$ cat src/rtl/jkmod6_pkg.sv
package jkmod6_pkg;
  localparam int STATE_W = 3;
  localparam int BIT_A = 2;
  localparam int BIT_B = 1;
  localparam int BIT_C = 0;

  typedef struct packed {
    logic j;
    logic k;
  } jk_pair_t;

  typedef struct packed {
    logic clear;
    logic advance;
    jk_pair_t [STATE_W-1:0] jk;
  } dp_strobe_t;
endpackage

$ cat src/rtl/jk_cell.sv
module jk_cell #(
  parameter logic RST_VAL = 1'b0
) (
  input  logic clk,
  input  logic clear,
  input  logic advance,
  input  logic j,
  input  logic k,
  output logic q
);
  always_ff @(posedge clk) begin
    if (clear) q <= RST_VAL;
    else if (advance) begin
      case ({j, k})
        2'b00:   q <= q;
        2'b01:   q <= 1'b0;
        2'b10:   q <= 1'b1;
        default: q <= ~q;
      endcase
    end
  end

  // toggle on J=K=1, hold on J=K=0
  assert_jk_toggle_R6: assert property (@(posedge clk) disable iff (clear)
    (advance && j && k) |=> (q != $past(q)));
  assert_jk_hold_R6: assert property (@(posedge clk) disable iff (clear)
    (advance && !j && !k) |=> $stable(q));
endmodule

$ cat src/rtl/jkmod6_ctrl.sv
module jkmod6_ctrl import jkmod6_pkg::*; (
  input  logic       rst,
  input  logic       en,
  input  logic [1:0] stateLow,
  output dp_strobe_t strobe
);
  logic bitB, bitC;
  assign bitB = stateLow[1];
  assign bitC = stateLow[0];

  always_comb begin
    strobe.clear      = rst;
    strobe.advance    = en & ~rst;
    strobe.jk[BIT_A].j = bitB;
    strobe.jk[BIT_A].k = bitB;
    strobe.jk[BIT_B].j = bitC;
    strobe.jk[BIT_B].k = 1'b1;
    strobe.jk[BIT_C].j = ~bitB;
    strobe.jk[BIT_C].k = 1'b1;
  end
endmodule

$ cat src/rtl/jkmod6_dp.sv
module jkmod6_dp import jkmod6_pkg::*; #(
  parameter logic [STATE_W-1:0] RESET_CODE = '0
) (
  input  logic               clk,
  input  dp_strobe_t         strobe,
  output logic [STATE_W-1:0] state
);
  for (genvar i = 0; i < STATE_W; i++) begin : g_cell
    jk_cell #(.RST_VAL(RESET_CODE[i])) u_cell (
      .clk    (clk),
      .clear  (strobe.clear),
      .advance(strobe.advance),
      .j      (strobe.jk[i].j),
      .k      (strobe.jk[i].k),
      .q      (state[i])
    );
  end

  // no advance and no clear keeps every bit
  assert_hold_R2: assert property (@(posedge clk) disable iff (strobe.clear)
    !strobe.advance |=> $stable(state));
endmodule

$ cat src/rtl/jkmod6_counter.sv
module jkmod6_counter import jkmod6_pkg::*; #(
  parameter logic [STATE_W-1:0] RESET_CODE = '0
) (
  input  logic               clk,
  input  logic               rst,
  input  logic               en,
  output logic [STATE_W-1:0] count
);
  dp_strobe_t strobe;

  jkmod6_ctrl u_ctrl (
    .rst     (rst),
    .en      (en),
    .stateLow(count[1:0]),
    .strobe  (strobe)
  );

  jkmod6_dp #(.RESET_CODE(RESET_CODE)) u_dp (
    .clk   (clk),
    .strobe(strobe),
    .state (count)
  );

  logic isUnused;
  assign isUnused = (count == 3'b011) || (count == 3'b111);

  // reset loads the reset code
  assert_reset_R1: assert property (@(posedge clk)
    $past(rst) |-> (count == RESET_CODE));
  // 011 recovers to 100
  assert_from011_R4: assert property (@(posedge clk) disable iff (rst)
    (en && count == 3'b011) |=> (count == 3'b100));
  // 111 recovers to 000
  assert_from111_R5: assert property (@(posedge clk) disable iff (rst)
    (en && count == 3'b111) |=> (count == 3'b000));
  // valid codes stay valid
  assert_closed_R7: assert property (@(posedge clk) disable iff (rst)
    !isUnused |=> !isUnused);
  // A changes only when B was 1
  assert_a_toggle_R6: assert property (@(posedge clk) disable iff (rst)
    (en && !count[BIT_B]) |=> (count[BIT_A] == $past(count[BIT_A])));
endmodule

$ cat config.mk
export PLATFORM = sky130hd
export DESIGN_NAME = jkmod6_counter
export DESIGN_NICKNAME = d
export VERILOG_FILES = /design/src/rtl/jkmod6_pkg.sv /design/src/rtl/jk_cell.sv /design/src/rtl/jkmod6_ctrl.sv /design/src/rtl/jkmod6_dp.sv /design/src/rtl/jkmod6_counter.sv
export SDC_FILE = /design/constraint.sdc
export NUM_CORES = 1
export LEC_CHECK = 0
export BUFFER_PORTS_ARGS = -buffer_cell sky130_fd_sc_hd__buf_4
export CORE_AREA = 2 2 39 41
export CTS_CLUSTER_DIAMETER = 30
export CTS_CLUSTER_SIZE = 16
export DETAILED_ROUTE_END_ITERATION = 16
export DIE_AREA = 0 0 41 43
export SYNTH_ARGS = -nofsm -noshare
export SYNTH_HDL_FRONTEND = slang
export SYNTH_HIERARCHICAL = 1
export SYNTH_SLANG_ARGS = --single-unit
$ cat constraint.sdc
create_clock -name clk -period 3.1 [get_ports clk]
set_input_delay 0.465 -clock clk [delete_from_list [all_inputs] [get_ports clk]]
set_output_delay 0.465 -clock clk [all_outputs]
set_load 0.005 [all_outputs]
==> results.py <==
metrics = {
    "power": {
        "leakage_nw": 0.190,
        "switchingPower_mw": 0.0380,
        "power_density_nw_per_um2": 380,
        "p_int_mw": 0.106,
        "ir_drop_mv": 0.240,
        "p_sw_share_pct": 26.3,
        "p_seq_share_pct": 30.7,
        "power_frac_clock_pct": 47.5,
        "p_comb_share_pct": 21.8,
    },
    "logic_synthesis": {
        "synth_most_common_cell": "inv_1",
        "syn_inst": 39,
        "synth_edf_count": 0,
        "ys_seq_area_share_pct": 17.8,
        "yosysTopAreaCell": "ha_1",
        "yosysWarnings": 6,
        "synth_ff_type": "dfxtp_1",
        "synthDistinctLibCells": 10,
        "async_flop_share_pct": 0,
        "synth_area_sq_um": 337,
        "synth.top_cell.area_share_pct": 22.3,
        "ys_seq_elements": 3,
        "ys_top_cells_by_count": "7 x inv_1, 6 x buf_4, 6 x ha_1, 4 x nor2b_4",
        "syn_avg_cell_area_sq_um": 8.63,
        "synth_area_leaders": "ha_1 22%, dfxtp_1 18%, nor2b_4 16%",
    },
    "floorplan": {
        "start_util_pct": 24.3,
        "coreArea_sq_um": 1380,
        "die_h_um": 43,
        "fp.dieW_um": 41,
        "die_area_sq_um": 1760,
        "rows": 14,
        "pin_count": 6,
    },
    "timing": {
        "period_minus_slack_ns": 1.28,
        "rsz0062_at_grt": "no",
        "fmax_ghz": 0.780,
        "report.final.hold_viol_count": 0,
        "setup_ws_ns": 1.82,
        "slew_viol_final": 0,
        "setup_viol": 0,
        "finalCritPeriodShare_pct": 41.3,
        "finClkSkew_ns": 0.00465,
        "finalSetupTns_ns": 0,
    },
    "grt": {
        "grt_util_met2_pct": 8.75,
        "grt_util_all_layers_pct": 8.32,
        "grtUsageMet3_pct": 9.42,
        "grt_first_pass_wirelength_um": 828,
        "met1_usage_pct": 8.01,
        "grt_start_max_net_pins": 8,
        "grt-busiest-layer": "met3",
        "grt_pass1_vias": 202,
        "overflow": 0,
        "antenna_found_initial": 0,
    },
    "clock_network": {
        "insertion_delay_ns": 0.23,
        "cts_made_buffers": 3,
        "clock-sinks": 3,
        "post_cts_resized": 0,
        "postCtsHoldBufs": 0,
        "clk_pin_slew_ns": 0.04,
        "cts_tree": "yes",
        "ctsRootBufferMaster": "clkbuf_4",
        "htreeDepth": 1,
        "cts_setup_buffers": 0,
        "clock_path_buffers": 2,
    },
    "cells_and_area": {
        "reg_top3": "u_dp/g_cell.u_cell/q: 3 flops",
        "largest-register": "u_dp/g_cell.u_cell/q",
        "final_net_count": 53,
        "num_antenna_cells": 0,
        "drive_gt1_share_pct": 27.9,
        "area_growth_pct": 12.6,
        "largest_reg_flops": 3,
    },
    "run_status": {
        "status": "complete, no violations",
    },
    "setup_path": {
        "worst_ep_required_time_ns": 2.63,
        "critPathArrivalTime_ns": 0.82,
        "crit_slowest_cell": "dfxtp_1",
        "max_stage_delay_ns": 0.43,
        "crit_path_cell_trace": "buf_4",
        "start_kind": "flip-flop",
        "critical-path-top-delay-family": "flip-flops",
        "end_kind": "primary output",
        "path_buf_inv": 1,
        "path_max_fanout": 7,
        "crit_type": "reg2out",
    },
    "drt": {
        "post_drt_via_cell_ratio": 3.78,
        "wl_per_cell_um": 8.17,
        "wl_um": 482,
        "drc": 0,
        "first_pass_iters": 1,
        "vias": 223,
        "drt_iter0_drc": 0,
        "detail-route-antenna-nets": 0,
    },
    "placed_design": {
        "gp_congestion": 0.713,
        "port_buffers": 5,
        "dp_slack_ns": 1.82,
    },
    "min_path": {
        "hold_class": "in2reg",
    },
    "job": {
        "max-cap-violations": 0,
    },
}
[through the flow]
| stage | area [sq um] | hold WS [ns] | power [mW] | std cells | utilization [%] |
|---|---|---|---|---|---|
| 3_5_place_dp | 353 | 0.553 | 0.0760 | 55 | 25.5 |
| 4_1_cts | 379 | 0.422 | 0.149 | 59 | 27.4 |
| 3_3_place_gp | 353 | 0.549 | 0.0754 | 55 | 25.5 |
| 5_1_grt | 379 | 0.421 | 0.158 | 59 | 27.4 |
| 6_report | 379 | 0.431 | 0.144 | 59 | 27.4 |
| 2_1_floorplan | 340 | 0.536 | 0.0727 | 40 | - |
[cells in the final DEF (no fill, tap or decap), drive strengths merged]
cell type  n
dfxtp      3
nand3      3
inv        7
conb       2
clkbuf     4
nor2       3
buf        5
ha         6
a21oi      3
mux2i      3
nor2b      4
[final cells by class]
class / count / area (sq um)
clock buffer: 4 / 26.3
fill: 152 / 1000
inverter: 7 / 26.3
multi-input combinational: 24 / 209
sequential: 3 / 60.1
tap: 16 / 20.0
timing repair buffer: 5 / 37.5
[logic make-up after synthesis]
kind of cell / count (synthesis) / share of synthesized area (%)
buffers and inverters: 13 / 21.2
and+or+nand+nor: 10 / 24.2
adders and majority gates: 6 / 22.3
AOI/OAI and AO/OA: 3 / 4.46
muxes: 3 / 8.92
DFF: 3 / 17.8
other: 1 / 1.11
[worst paths after layout]
check                          start                 endpoint  slack, ns  cells past startpoint
max          u_dp/g_cell[1].u_cell/q                 count[1]       1.82                      1
min                              rst  u_dp/g_cell[2].u_cell/q       0.43                      2
max reg2reg  u_dp/g_cell[1].u_cell/q  u_dp/g_cell[2].u_cell/q       1.87                      5
min reg2reg  u_dp/g_cell[2].u_cell/q  u_dp/g_cell[2].u_cell/q       0.55                      2
[layer usage]
metal	part of all wire [%]	up-vias
li1	-	120
met1	48	96
met2	44	5
met3	6.0	2
met4	2.1	0
met5	0	-
[power by group through the flow]
stage                     clock [mW]  sequential [mW]  combinational, mW
after global placement             0           0.0447             0.0307
after floorplan                    0           0.0441             0.0286
after global routing          0.0780           0.0447             0.0356
after detailed placement           0           0.0449             0.0311
final                         0.0685           0.0442             0.0314
after CTS                     0.0732           0.0443             0.0312
Note: power is estimated with default switching activity, not from simulation.
